`src/rtl/seg_xlate_pkg.sv`:
```
package seg_xlate_pkg;
  parameter int unsigned ADDR_W = 32;
  parameter int unsigned LIM_W  = 20;
  parameter int unsigned VALID_BIT = 31;
  parameter int unsigned WRITE_BIT = 30;

  typedef enum logic [1:0] {
    FLT_NONE    = 2'b00,
    FLT_INVALID = 2'b01,
    FLT_LIMIT   = 2'b10,
    FLT_RDONLY  = 2'b11
  } fault_e;

  typedef struct packed {
    logic              valid;
    logic              writable;
    logic [LIM_W-1:0]  limit;
    logic [ADDR_W-1:0] base;
  } desc_t;
endpackage

```
`src/rtl/seg_desc_loader.sv`:
```
module seg_desc_loader
  import seg_xlate_pkg::*;
#(
  parameter int unsigned SEG_W = 3,
  parameter int unsigned IDX_W = 13,
  localparam int unsigned SEL_W = IDX_W + 1
) (
  input  logic              clk_i,
  input  logic              rst_ni,
  input  logic [ADDR_W-1:0] gtab_base_i,
  input  logic [ADDR_W-1:0] ltab_base_i,
  input  logic              ld_valid_i,
  input  logic [SEG_W-1:0]  ld_seg_i,
  input  logic [SEL_W-1:0]  ld_sel_i,
  output logic              busy_o,
  output logic [SEG_W-1:0]  busy_seg_o,
  output logic              mem_req_o,
  output logic [ADDR_W-1:0] mem_addr_o,
  input  logic [ADDR_W-1:0] mem_rdata_i,
  input  logic              mem_rvalid_i,
  output logic              wr_en_o,
  output logic [SEG_W-1:0]  wr_seg_o,
  output desc_t             wr_desc_o
);
  typedef enum logic [1:0] {L_IDLE, L_BASE, L_ATTR} ld_state_e;

  ld_state_e         state_q;
  logic [SEG_W-1:0]  seg_q;
  logic [ADDR_W-1:0] addr_q;
  logic [ADDR_W-1:0] base_q;
  logic [ADDR_W-1:0] tab_base;
  logic              unused_attr;

  assign tab_base = ld_sel_i[IDX_W] ? ltab_base_i : gtab_base_i;

  always_ff @(posedge clk_i or negedge rst_ni) begin
    if (!rst_ni) begin
      state_q <= L_IDLE;
      seg_q   <= '0;
      addr_q  <= '0;
      base_q  <= '0;
    end else begin
      unique case (state_q)
        L_IDLE: if (ld_valid_i) begin
          seg_q   <= ld_seg_i;
          addr_q  <= tab_base + {{(ADDR_W-IDX_W-3){1'b0}}, ld_sel_i[IDX_W-1:0], 3'b000};
          state_q <= L_BASE;
        end
        L_BASE: if (mem_rvalid_i) begin
          base_q  <= mem_rdata_i;
          addr_q  <= addr_q + ADDR_W'(4);
          state_q <= L_ATTR;
        end
        L_ATTR: if (mem_rvalid_i) state_q <= L_IDLE;
        default: state_q <= L_IDLE;
      endcase
    end
  end

  assign busy_o     = (state_q != L_IDLE);
  assign busy_seg_o = seg_q;
  assign mem_req_o  = busy_o;
  assign mem_addr_o = addr_q;
  assign wr_en_o    = (state_q == L_ATTR) && mem_rvalid_i;
  assign wr_seg_o   = seg_q;
  assign wr_desc_o  = '{valid:    mem_rdata_i[VALID_BIT],
                        writable: mem_rdata_i[WRITE_BIT],
                        limit:    mem_rdata_i[LIM_W-1:0],
                        base:     base_q};
  assign unused_attr = ^mem_rdata_i[WRITE_BIT-1:LIM_W];

  assert_addr_hold_R4: assert property (@(posedge clk_i) disable iff (!rst_ni)
    (mem_req_o && !mem_rvalid_i) |=> (mem_req_o && $stable(mem_addr_o)));

  assert_done_idle_R5: assert property (@(posedge clk_i) disable iff (!rst_ni)
    wr_en_o |=> !busy_o);
endmodule

```
`src/rtl/seg_desc_cache.sv`:
```
module seg_desc_cache
  import seg_xlate_pkg::*;
#(
  parameter int unsigned SEG_N = 6,
  localparam int unsigned SEG_W = $clog2(SEG_N)
) (
  input  logic             clk_i,
  input  logic             rst_ni,
  input  logic             wr_en_i,
  input  logic [SEG_W-1:0] wr_seg_i,
  input  desc_t            wr_desc_i,
  input  logic [SEG_W-1:0] rd_seg_i,
  output desc_t            rd_desc_o
);
  desc_t desc_q [SEG_N];

  for (genvar g = 0; g < SEG_N; g++) begin : g_entry
    always_ff @(posedge clk_i or negedge rst_ni) begin
      if (!rst_ni)                                  desc_q[g] <= '0;
      else if (wr_en_i && wr_seg_i == SEG_W'(g))    desc_q[g] <= wr_desc_i;
    end
  end

  // out-of-range index reads as an invalid descriptor
  always_comb begin
    rd_desc_o = '0;
    for (int i = 0; i < SEG_N; i++)
      if (rd_seg_i == SEG_W'(i)) rd_desc_o = desc_q[i];
  end
endmodule

```
`src/rtl/seg_check.sv`:
```
module seg_check
  import seg_xlate_pkg::*;
(
  input  desc_t             desc_i,
  input  logic [ADDR_W-1:0] off_i,
  input  logic              write_i,
  output fault_e            fault_o,
  output logic [ADDR_W-1:0] lin_o
);
  logic over_lim;
  assign over_lim = off_i > ADDR_W'(desc_i.limit);

  always_comb begin
    lin_o = '0;
    if (!desc_i.valid)                    fault_o = FLT_INVALID;
    else if (over_lim)                    fault_o = FLT_LIMIT;
    else if (write_i && !desc_i.writable) fault_o = FLT_RDONLY;
    else begin
      fault_o = FLT_NONE;
      lin_o   = desc_i.base + off_i;
    end
  end
endmodule

```
`src/rtl/seg_xlate.sv`:
```
module seg_xlate
  import seg_xlate_pkg::*;
#(
  parameter int unsigned SEG_N = 6,
  parameter int unsigned IDX_W = 13,
  localparam int unsigned SEG_W = $clog2(SEG_N),
  localparam int unsigned SEL_W = IDX_W + 1
) (
  input  logic              clk_i,
  input  logic              rst_ni,
  input  logic [ADDR_W-1:0] gtab_base_i,
  input  logic [ADDR_W-1:0] ltab_base_i,
  input  logic              ld_valid_i,
  input  logic [SEG_W-1:0]  ld_seg_i,
  input  logic [SEL_W-1:0]  ld_sel_i,
  output logic              ld_busy_o,
  output logic              mem_req_o,
  output logic [ADDR_W-1:0] mem_addr_o,
  input  logic [ADDR_W-1:0] mem_rdata_i,
  input  logic              mem_rvalid_i,
  input  logic              acc_valid_i,
  input  logic [1:0]        acc_kind_i,
  input  logic              acc_write_i,
  input  logic              acc_ovr_en_i,
  input  logic [SEG_W-1:0]  acc_ovr_seg_i,
  input  logic [ADDR_W-1:0] acc_off_i,
  output logic              acc_stall_o,
  output logic              res_valid_o,
  output logic [ADDR_W-1:0] res_lin_o,
  output logic [1:0]        res_fault_o
);
  localparam logic [SEG_W-1:0] CODE_SEG  = SEG_W'(0);
  localparam logic [SEG_W-1:0] STACK_SEG = SEG_W'(1);
  localparam logic [SEG_W-1:0] DATA_SEG  = SEG_W'(2);

  logic [SEG_W-1:0]  busy_seg, wr_seg, acc_seg;
  logic              wr_en, pending;
  desc_t             wr_desc, rd_desc;
  fault_e            fault;
  logic [ADDR_W-1:0] lin;

  seg_desc_loader #(.SEG_W(SEG_W), .IDX_W(IDX_W)) u_loader (
    .clk_i, .rst_ni, .gtab_base_i, .ltab_base_i,
    .ld_valid_i, .ld_seg_i, .ld_sel_i,
    .busy_o(ld_busy_o), .busy_seg_o(busy_seg),
    .mem_req_o, .mem_addr_o, .mem_rdata_i, .mem_rvalid_i,
    .wr_en_o(wr_en), .wr_seg_o(wr_seg), .wr_desc_o(wr_desc)
  );

  seg_desc_cache #(.SEG_N(SEG_N)) u_cache (
    .clk_i, .rst_ni,
    .wr_en_i(wr_en), .wr_seg_i(wr_seg), .wr_desc_i(wr_desc),
    .rd_seg_i(acc_seg), .rd_desc_o(rd_desc)
  );

  seg_check u_check (
    .desc_i(rd_desc), .off_i(acc_off_i), .write_i(acc_write_i),
    .fault_o(fault), .lin_o(lin)
  );

  always_comb begin
    if (acc_ovr_en_i)           acc_seg = acc_ovr_seg_i;
    else if (acc_kind_i == 2'd0) acc_seg = CODE_SEG;
    else if (acc_kind_i == 2'd1) acc_seg = STACK_SEG;
    else                         acc_seg = DATA_SEG;
  end

  assign pending     = ld_busy_o && (busy_seg == acc_seg);
  assign acc_stall_o = acc_valid_i && pending;

  always_ff @(posedge clk_i or negedge rst_ni) begin
    if (!rst_ni) begin
      res_valid_o <= 1'b0;
      res_lin_o   <= '0;
      res_fault_o <= FLT_NONE;
    end else begin
      res_valid_o <= acc_valid_i && !pending;
      if (acc_valid_i && !pending) begin
        res_lin_o   <= lin;
        res_fault_o <= fault;
      end
    end
  end

  assert_stall_hold_R10: assert property (@(posedge clk_i) disable iff (!rst_ni)
    acc_stall_o |=> !res_valid_o);

  assert_result_next_R6: assert property (@(posedge clk_i) disable iff (!rst_ni)
    (acc_valid_i && !acc_stall_o) |=> res_valid_o);

  assert_fault_zero_R7: assert property (@(posedge clk_i) disable iff (!rst_ni)
    (res_valid_o && res_fault_o != FLT_NONE) |-> (res_lin_o == '0));
endmodule

```
`config.mk`:
```
export PLATFORM = sky130hd
export DESIGN_NAME = seg_xlate
export DESIGN_NICKNAME = d
export VERILOG_FILES = /design/src/rtl/seg_xlate_pkg.sv /design/src/rtl/seg_desc_loader.sv /design/src/rtl/seg_desc_cache.sv /design/src/rtl/seg_check.sv /design/src/rtl/seg_xlate.sv
export SDC_FILE = /design/constraint.sdc
export NUM_CORES = 1
export LEC_CHECK = 0
export BUFFER_PORTS_ARGS = -buffer_cell sky130_fd_sc_hd__buf_2
export CAP_MARGIN = 10
export CORE_UTILIZATION = 60
export DETAILED_ROUTE_END_ITERATION = 8
export MAX_ROUTING_LAYER = met4
export PLACE_DENSITY = 0.82
export SLEW_MARGIN = 20
export SYNTH_ARGS = -nofsm -noshare
export SYNTH_HDL_FRONTEND = slang
export SYNTH_HIERARCHICAL = 1
export SYNTH_SLANG_ARGS = --single-unit
```
`constraint.sdc`:
```
create_clock -name clk_i -period 3.9 [get_ports clk_i]
set_input_delay 0.195 -clock clk_i [delete_from_list [all_inputs] [get_ports clk_i]]
set_output_delay 0.195 -clock clk_i [all_outputs]
set_load 0.1 [all_outputs]
```
==> out/qor.csv <==
metric,value,unit
status,"finished, violations left",
failed_checks,negative setup slack,
setup_violations,32,
fin_util,74.2,%
end_kind,flop,
power_density,687,nW/um2
wire_per_inst,24.3,um
grt_util_all_layers,35.3,%
tightest_slew,988,ps
dp.final_hpwl,46.0,mm
grt-ovfl-total,0,
grt_pass1_vias,20410,
die-area,41400,um2
irDropWorstVdd,0.000579,V
cts-root-buf,clkbuf_16,
fp.dieW,203,um
final_max_slew_viol_count,0,
final_cell_mix,"428 x dfrtp_1, 379 x mux2_2, 263 x nand2_1, 224 x buf_2, 188 x buf_4",
crit_fanout,8,
ys_ff_latch,428,
io_pins,227,
dr.pass1.iters,8,
gp_congestion,0.915,
area_growth,21.6,%
p_clk_share,23.4,%
fin_skew,27.3,ps
portBuffers,226,
timing.hold.ws,77.4,ps
async_flop_share,100,%
synth_area_per_cell,11.0,um2
internal_power,0.0120,W
yosysUniqueCellTypes,87,
final_common_cell,dfrtp_1,
routed_via_density,6.55,
stdcell_count,3149,
core,39900,um2
die_h,203,um
finalHoldViolCount,0,
timing.final.ws_setup,-128,ps
row_count,73,
p_leak,13.9,nW
num-nets-final,2806,
cts_sinks,428,
cts_tree,built,
initialDrtViolationCount,2103,
synth_edf_count,0,
initial_core_util,61.0,%
cts_buffers,45,
yosys_warnings,6,
min_path_type,in2reg,
yosys_most_used_dff,dfrtp_1,
clkLatencyLatePin,580,ps
synth.net_count,2433,
cts_buffer_depth,3,
sw_frac_of_total,41.1,%
drtAntennaViolNets,0,
final_layout_size_suffix_gt1_share,38.6,%
min_period_over_period,103,%
worstSetupStartpointType,input pin,
fmax,248,MHz
critPathKind,in2reg,
seqPwrFrac,35.9,%
stdcell_area,29600,um2
post-route-min-period,4030,ps
placed_cell_area,26800,um2
maxSlewHeadroom,34.1,%
synth-seq-area-share,44.0,%
dr_total_vias,20616,
htreeDepth,2,
antenna_found_initial,4,
p_sw,0.00836,W
required,4410,ps
place_inst,3002,
drcViolationCount,0,
wirelength,76.5,mm
pwr-share-comb,40.7,%
clkTransAtPathRegs,70,ps
grt_max_degree,118,
drv_cap,0,
grt_pass1_wl,112,mm
arrival,4540,ps
synthCells,2209,
synth_area,24400,um2
==> synthesized netlist by cell type (all sizes together) (34+ instances only) <==
cell type / number / share of area [%]
a21oi: 114 / 2.4
a311o: 34 / 1.4
buf: 109 / 3.4
clkbuf: 52 / 0.80
dfrtp: 428 / 44
ha: 65 / 3.3
inv: 73 / 1.1
mux2: 392 / 18
mux2i: 125 / 5.1
nand2: 266 / 4.1
nor2: 68 / 1.1
o21ai: 55 / 1.2
o221ai: 53 / 1.9
o32ai: 35 / 1.3
==> state kept, by name (all words and copies together) (netlist names) <==
register             flops
u_loader/mem_addr_o     32
u_loader/busy_seg_o      3
u_loader/base_q         32
res_fault_o              2
u_loader/state_q         2
res_lin_o               32
res_valid_o              1
u_cache/desc_q         324
==> routing by layer <==
| metal | vias up | wire (um) | GRT usage [%] |
|---|---|---|---|
| li1 | 8823 | - | - |
| met2 | 1260 | 36800 | 57.3 |
| met1 | 10188 | 29100 | 44.6 |
| met4 | 0 | 3990 | 13.2 |
| met5 | - | 0 | - |
| met3 | 345 | 6570 | 5.64 |
==> final timing paths <==
kind | from | end | slack (ps) | depth (start not counted)
max reg2reg | u_cache/desc_q[311]$_DFFE_PN0P_ | res_lin_o[14]$_DFFE_PN0P_ | 50 | 17
min reg2reg | u_loader/mem_addr_o[1]$_DFFE_PN0P_ | u_loader/mem_addr_o[1]$_DFFE_PN0P_ | 480 | 2
min | ltab_base_i[27] | u_loader/mem_addr_o[27]$_DFFE_PN0P_ | 80 | 4
max in group asynchronous | rst_ni | u_loader/mem_addr_o[4]$_DFFE_PN0P_ | 2560 | 3
min in group asynchronous | rst_ni | u_cache/desc_q[9]$_DFFE_PN0P_ | 220 | 2
max | acc_ovr_en_i | res_lin_o[14]$_DFFE_PN0P_ | -130 | 21
==> repair_timing <==
| item | 4_1_cts | 5_1_grt |
|---|---|---|
| resized for setup | 5 | 95 |
| endpoints found under the hold margin | 238 | 0 |
| setup endpoints to repair | 20 | 33 |
| cloned | 0 | 4 |
| hold buffers | 41 | 0 |
| setup buffers | 0 | 14 |
| pin swaps | 0 | 34 |
==> power by group through the flow <==
stage	combinational (W)	clock, W	sequential [W]
finish	0.00828	0.00477	0.00732
global route	0.00873	0.00496	0.00745
CTS	0.00776	0.00475	0.00716
detailed placement	0.00760	0	0.00718
global placement	0.00738	0	0.00704
floorplan	0.00442	0	0.00799
==> area by class of cell <==
type	instances	area, um2
Clock buffer	63	1300
Inverter	73	274
Sequential cell	428	10700
Timing Repair Buffer	487	3530
Antenna cell	5	12.5
Tap cell	525	657
Fill cell	2345	10300
Clock inverter	21	344
Multi-Input combinational cell	1547	12800
==> metrics by stage <==
| step | setup WS (ps) | setup TNS, ps | total power, W |
|---|---|---|---|
| 2_1_floorplan | 64.2 | 0 | 0.0124 |
| 3_3_place_gp | -501 | -15910 | 0.0144 |
| 3_5_place_dp | -667 | -18770 | 0.0148 |
| 4_1_cts | 9.62 | 0 | 0.0197 |
| 5_1_grt | -205 | -5580 | 0.0211 |
| 6_report | -128 | -2860 | 0.0204 |
==> worst max-delay path, stage by stage <==
cell and delay (ps):
buf_2 130, nor3b_2 210, or2_4 220, buf_6 150
buf_4 170, buf_4 200, mux2i_1 320, o221ai_1 190
inv_1 150, ha_1 290, a21oi_1 160, a21oi_1 90
a2111o_1 400, a211o_1 320, a31oi_4 210, nand3_4 210
clkbuf_16 280, nor2_1 120, nand2_1 80, o32ai_1 270
a311o_1 150
==> logic make-up (layout without fill, tap and decap cells) <==
logic type,Yosys count,in the layout,share of synthesized area [%]
compound gates,417,417,12.5
xor+xnor,54,54,1.97
fa+ha+maj,67,67,3.50
simple gates,492,492,9.48
buf+inv,234,644,5.35
mux,517,517,23.3
other cells,0,5,0
flops,428,428,44.0
(Power assumes the default switching activity.)
